===== src/rtl/dual_mac_pkg.sv =====
package dual_mac_pkg;
  parameter int OP_W   = 8;
  parameter int OP_CNT = 4;

  // Operand slot order within the load vector
  localparam int SLOT_A0 = 0;
  localparam int SLOT_B0 = 1;
  localparam int SLOT_A1 = 2;
  localparam int SLOT_B1 = 3;

  typedef struct packed {
    logic [OP_CNT-1:0] load;
    logic              compute;
  } keyStrobe_t;
endpackage


===== src/rtl/dual_mac_key_ctrl.sv =====
module dual_mac_key_ctrl
  import dual_mac_pkg::*;
#(
  parameter int KEY_N = OP_CNT + 1
) (
  input  logic             clk,
  input  logic             rst,
  input  logic [KEY_N-1:0] keyIn,
  output keyStrobe_t       strobe
);
  logic [KEY_N-1:0] keyPrev;
  logic [KEY_N-1:0] keyRise;

  always_ff @(posedge clk) begin
    if (rst) keyPrev <= '0;
    else     keyPrev <= keyIn;
  end

  genvar k;
  generate
    for (k = 0; k < KEY_N; k++) begin : g_edge
      assign keyRise[k] = keyIn[k] & ~keyPrev[k];
      AST_ONE_EVENT_PER_PRESS: assert property (@(posedge clk) disable iff (rst)
        keyRise[k] |=> !keyRise[k]);
    end
  endgenerate

  assign strobe.load    = keyRise[OP_CNT-1:0];
  assign strobe.compute = keyRise[KEY_N-1];
endmodule


===== src/rtl/dual_mac_datapath.sv =====
module dual_mac_datapath
  import dual_mac_pkg::*;
#(
  parameter int DATA_W = OP_W,
  parameter int RES_W  = 2 * DATA_W
) (
  input  logic              clk,
  input  logic              rst,
  input  logic [DATA_W-1:0] dataIn,
  input  keyStrobe_t        strobe,
  output logic [DATA_W-1:0] opVal [OP_CNT],
  output logic [RES_W-1:0]  result
);
  logic signed [RES_W-1:0] prodLo;
  logic signed [RES_W-1:0] prodHi;
  logic        [RES_W-1:0] sumNext;

  genvar i;
  generate
    for (i = 0; i < OP_CNT; i++) begin : g_op
      always_ff @(posedge clk) begin
        if (rst)                opVal[i] <= '0;
        else if (strobe.load[i]) opVal[i] <= dataIn;
      end
      AST_LOAD_CAPTURE: assert property (@(posedge clk) disable iff (rst)
        strobe.load[i] |=> opVal[i] == $past(dataIn));
      AST_OPERAND_HOLD: assert property (@(posedge clk) disable iff (rst)
        !strobe.load[i] |=> $stable(opVal[i]));
    end
  endgenerate

  // Signed products at full width; the sum wraps modulo 2^RES_W
  assign prodLo  = $signed(opVal[SLOT_A0]) * $signed(opVal[SLOT_B0]);
  assign prodHi  = $signed(opVal[SLOT_A1]) * $signed(opVal[SLOT_B1]);
  assign sumNext = prodLo + prodHi;

  always_ff @(posedge clk) begin
    if (rst)                 result <= '0;
    else if (strobe.compute) result <= sumNext;
  end

  AST_RESULT_HOLD: assert property (@(posedge clk) disable iff (rst)
    !strobe.compute |=> $stable(result));
  AST_RESULT_FROM_PRIOR_OPS: assert property (@(posedge clk) disable iff (rst)
    strobe.compute |=> result == $past(sumNext));
endmodule


===== src/rtl/dual_mac_keyed.sv =====
module dual_mac_keyed
  import dual_mac_pkg::*;
#(
  parameter int DATA_W = OP_W,
  localparam int RES_W = 2 * DATA_W
) (
  input  logic              clk,
  input  logic              rst,
  input  logic [DATA_W-1:0] dataIn,
  input  logic              loadKeyA0,
  input  logic              loadKeyB0,
  input  logic              loadKeyA1,
  input  logic              loadKeyB1,
  input  logic              computeKey,
  output logic [DATA_W-1:0] opA0,
  output logic [DATA_W-1:0] opB0,
  output logic [DATA_W-1:0] opA1,
  output logic [DATA_W-1:0] opB1,
  output logic [RES_W-1:0]  sumOut
);
  keyStrobe_t        strobe;
  logic [OP_CNT:0]   keyVec;
  logic [DATA_W-1:0] opVal [OP_CNT];

  assign keyVec = {computeKey, loadKeyB1, loadKeyA1, loadKeyB0, loadKeyA0};

  dual_mac_key_ctrl #(.KEY_N(OP_CNT + 1)) ctrl_i (
    .clk(clk), .rst(rst), .keyIn(keyVec), .strobe(strobe)
  );

  dual_mac_datapath #(.DATA_W(DATA_W), .RES_W(RES_W)) dp_i (
    .clk(clk), .rst(rst), .dataIn(dataIn), .strobe(strobe),
    .opVal(opVal), .result(sumOut)
  );

  assign opA0 = opVal[SLOT_A0];
  assign opB0 = opVal[SLOT_B0];
  assign opA1 = opVal[SLOT_A1];
  assign opB1 = opVal[SLOT_B1];
endmodule


===== config.mk =====
export PLATFORM = sky130hd
export DESIGN_NAME = dual_mac_keyed
export DESIGN_NICKNAME = d
export VERILOG_FILES = /design/src/rtl/dual_mac_pkg.sv /design/src/rtl/dual_mac_key_ctrl.sv /design/src/rtl/dual_mac_datapath.sv /design/src/rtl/dual_mac_keyed.sv
export SDC_FILE = /design/constraint.sdc
export NUM_CORES = 1
export LEC_CHECK = 0
export CORE_UTILIZATION = 58
export CTS_CLUSTER_DIAMETER = 50
export DETAILED_ROUTE_END_ITERATION = 6
export PLACE_DENSITY = 0.8
export SYNTH_ARGS = -nofsm -noshare
export SYNTH_HDL_FRONTEND = slang
export SYNTH_SLANG_ARGS = --single-unit

===== constraint.sdc =====
create_clock -name clk -period 12.99 [get_ports clk]
set_input_delay 3.2475 -clock clk [delete_from_list [all_inputs] [get_ports clk]]
set_output_delay 3.2475 -clock clk [all_outputs]
set_load 0.02 [all_outputs]

# --- Yosys cells after proc, flatten, opt, wreduce, memory -nomap -nowiden ---
# Index checks and enable logic that the tools add are counted.
totals:
  register_bits: 53
  inputBits: 15
  output_inout_bits: 48
classes:
  n_addsub: 1
  mul: 2
  bitwise_logic: 10
op_table:
  columns: ["operator", "n"]
  rows:
  - ["multiplier 8 x 8 -> 16 bit", 2]
  - ["adder 16 bit", 1]
  - ["bitwise AND 1 bit", 5]
  - ["inverter 1 bit", 5]

# --- Logic depth before layout (Yosys ltp) ---
logic_depth:
  ltp_word: 2
  ltp_mapped: 22

# --- Hierarchy ---
# From an unflattened synthesis, not the netlist that was laid out.
hier_totals:
  cells_unflattened: 721
  area_unflattened_um2: 6971.7
by_module_without_submodules:
  columns: ["module", "n_inst", "cells_each", "area_each_um2", "seq_area_each_um2"]
  rows:
  - ["dual_mac_datapath", 1, 706, 6809.0, 960.9]
  - ["dual_mac_key_ctrl", 1, 15, 162.7, 100.1]

# --- Worst setup path before layout ---
# No wires, ideal clock.
synth_path:
  path_kind: "reg-to-reg"
  start: "register dp_i.opVal[15] (netlist name)"
  end: "register dp_i.result[15]"
  setup_ns: 0.079
  arrival_ns: 5.470
  setup_slack_ns: 7.441
  path_stages_with_launch: 19
  period_less_slack_ns: 5.549
  path_cell_list: "dfxtp_1 clkbuf_1 and2_1 inv_1 fa_1 fa_1 fa_1 fa_1 fa_1 fa_1 inv_1 ha_1 a21o_1 a21oi_1 o221ai_1 a21oi_1 o21ai_1 xnor2_1 a211oi_2"
synth_via:
  elab_chain_cells: 2
synth_lines:
  columns: ["item", "line", "rtl"]
  rows:
  - ["start, declared", "dual_mac_datapath.sv:11", "output logic [DATA_W-1:0] opVal [OP_CNT],"]
  - ["start signal, assigned by index", "dual_mac_datapath.sv:23", "else if (strobe.load[i]) opVal[i] <= dataIn;"]
  - ["multiplier 8 x 8 -> 16 bit", "dual_mac_datapath.sv:34", "assign prodHi = $signed(opVal[SLOT_A1]) * $signed(opVal[SLOT_B1]);"]
  - ["adder 16 bit", "dual_mac_datapath.sv:35", "assign sumNext = prodLo + prodHi;"]
  - ["end signal, assigned", "dual_mac_datapath.sv:39", "else if (strobe.compute) result <= sumNext;"]
  - ["end, declared", "dual_mac_datapath.sv:12", "output logic [RES_W-1:0] result"]
# Every way passes these cells.
# A chain may end at the register's enable or synchronous reset.

# --- Worst setup path in the final report ---
layout_path:
  start: "register dp_i.opVal[1] (netlist name)"
  end: "register dp_i.result[14]"
# Same word-level chain as after synthesis.

==> metrics <==
CTS tree=done; Final Hold Viols=0; setup tns final=0 ps; Bufs on Longest Clock Path=2; initial core utilization=between 60% and 70%; Rows=39; Worst-path clk slew=80 ps; clk_lat worst skew=310 ps; violated checks=DRC; Tmin final=between 5000 and 6000 ps; NetSw=0.224 mW; initial antenna violation count=0; Worst EP arrival=5890 ps; Worst Tran Pin Value=1170 ps; post-route cell area=7830 µm²; Num CTS Buffers=5; CP max FO=10; status=finished, violations left; DP Area=7680 µm²; Max Slew Vio Count=0; Die W=112 µm; CTS Sinks=53; # setup viols final=0; Avg Cell Area, Syn=9.57 µm²; Seq/Total Area, Yosys=15.2%; CP max stage delay=570 ps; commonest non-fill, non-tap cell in the layout=inv_1; critical path depth=17; Sw Share=38.6%; Max-slew headroom=about 22%; Max Cap Viol=0; RSZ-0062 raised after global routing=false; FF-to-FF path depth=17; DP HPWL=12,600 µm; postcts setup bufs=0; total wire length=15,200 µm; Req. time, crit path=13,120 ps; Worst Skew=8.96 ps; clock power share=24.6%; yosys warns=0; Leak=3.61 nW; Die H=112 µm; Final nets=979; Layout Cells excl Fill=around 900; delay-heaviest family, CP=adder cells; Final Wtd Congestion=around 0.9; CP startpoint kind=flop; CTS H-tree depth=2; global-route wire length before repair=26,200 µm; Ports=63; Critical Path End Type=flop; pwr dens=74.0 nW/µm²; placed cells=912; sequential cell area=1060 µm²; Worst Path Buf+Inv=2; PortBufs=62; final core utilization=between 60% and 70%; Fill cells=927; most used cell, CP=fa_1; routed vias=4,942; Min Hold Slack=455 ps; DRT antenna net count=0; area grow syn2layout=12.4%; drt drc=5; die area=12,400 µm²; WL/cell=16.5 µm; Initial DRC Count=between 300 and 400; distinct cell type count after synthesis=34; combinational cell fraction of total power=41.5%; Max VDD drop=50.7 µV; Core Region=11,600 µm²; pin count of the biggest net entering global routing=57; fraction of layout cells with a size suffix above 1=1.80%; diode count=0; fmax=174 MHz; Sequential Power Share=33.8%; vias in the first global route=5,424; Multi-input gate area=5250 µm²; Internal Power=about 0.36 mW; Yosys reg bits=53; worst-path cell with the longest stage delay=fa_1; critical-path cell list=and2_1 > inv_1 > fa_1 > fa_1 > fa_1 > fa_1 > fa_1 > fa_1 > inv_1 > ha_1 > o21ai_1 > nand2b_1 > a21oi_1 > o31ai_4 > o31ai_2 > xor2_1 > a211oi_1; syn_nets=between 900 and 1,000; Congestion Overflow GR=0; Worst Hold Class=flop to flop; Setup CP Type=flop to flop; WHS Path Cells=2; routed vias/inst=5.37; CTS hold repair buffers=0; Syn Inst Count=728; post-CTS sizing=0; GRT Overall Usage=27.0%; Netlist Area Pre-Place=6960 µm²; CTS root buffer=clkbuf_16; commonest non-fill, non-tap cells in the layout=inv_1, fa_1, nand2_1; Tcrit/Tclk final=44.4%; First-pass DRT Iterations=7
[cell usage after synthesis (all sizes together)]
library cell | n | area share, %
and2 | 65 | 5.8
nor2b | 12 | 1.1
a211oi | 3 | 0.40
o31ai | 3 | 0.59
inv | 154 | 8.3
a21boi | 2 | 0.22
a311oi | 1 | 0.13
clkbuf | 21 | 1.1
a21o | 4 | 0.43
nor2 | 42 | 2.3
o21ai | 8 | 0.57
dfxtp | 53 | 15
nand4 | 1 | 0.090
nor3 | 2 | 0.14
nand2b | 13 | 1.2
o311ai | 1 | 0.13
nand2 | 70 | 3.8
a21oi | 19 | 1.4
o221ai | 1 | 0.13
mux2i | 32 | 4.6
fa | 135 | 39
nand3b | 3 | 0.32
xnor2 | 21 | 2.6
ha | 53 | 9.5
or3 | 2 | 0.18
nand3 | 2 | 0.14
xor2 | 4 | 0.50
o211a | 1 | 0.25
[state kept, by name, indices dropped and copies added, names as in the netlist]
name,count
ctrl_i.keyPrev,5
dp_i.opVal,32
dp_i.result,16
[worst min-delay path: stages (launching register included)]
cell	delay, ps
dfxtp_1	310
nand2_1	50
a21oi_1	50
[layer usage]
layer  global-route usage [%]  up-vias  part of all wire [%]
li1                         -     2270                     -
met1                     33.5     2481                    39
met2                     47.4      150                    52
met3                     2.29       41                   4.4
met4                     13.7        0                   4.5
met5                        0        -                     0
[cell families after synthesis]
| kind of cell | Yosys count | synth area share (%) |
|---|---|---|
| and+or+nand+nor | 212 | 15.0 |
| adders and majority gates | 188 | 48.3 |
| buffers and inverters | 175 | 9.43 |
| DFF | 53 | 15.2 |
| AOI/OAI and AO/OA | 43 | 4.26 |
| muxes | 32 | 4.60 |
| xor gates and xnor gates | 25 | 3.14 |
[area by class of cell]
class	count	share of cell area, %
multi-input combinational	500	67.0
sequential	53	13.6
timing repair buffer	62	7.86
inverter	154	7.38
tap	143	2.29
clock buffer	5	1.60
clock inverter	3	0.320
[worst paths after layout]
path,start,end,slack [ps]
worst max-delay path,dp_i.opVal[1],dp_i.result[14],7230
worst min-delay path,dp_i.result[8],dp_i.result[8],460
worst max register to register,dp_i.opVal[1],dp_i.result[14],7230
worst min register to register,dp_i.result[8],dp_i.result[8],460
[power groups by stage]
stage / clock network, mW / registers [mW] / logic (mW)
6_report: 0.143 / 0.196 / 0.241
5_1_grt: 0.150 / 0.198 / 0.269
4_1_cts: 0.143 / 0.196 / 0.244
3_5_place_dp: 0 / 0.199 / 0.241
3_3_place_gp: 0 / 0.198 / 0.231
2_1_floorplan: 0 / 0.204 / 0.158
[through the flow]
step                power (mW)  setup slack (ps)
global route             0.618              6890
detailed placement       0.440              7240
global placement         0.430              7420
floorplan                0.362              7440
CTS                      0.582              7220
finish                   0.580              7230
No activity file was read; power rests on OpenSTA's default activity.
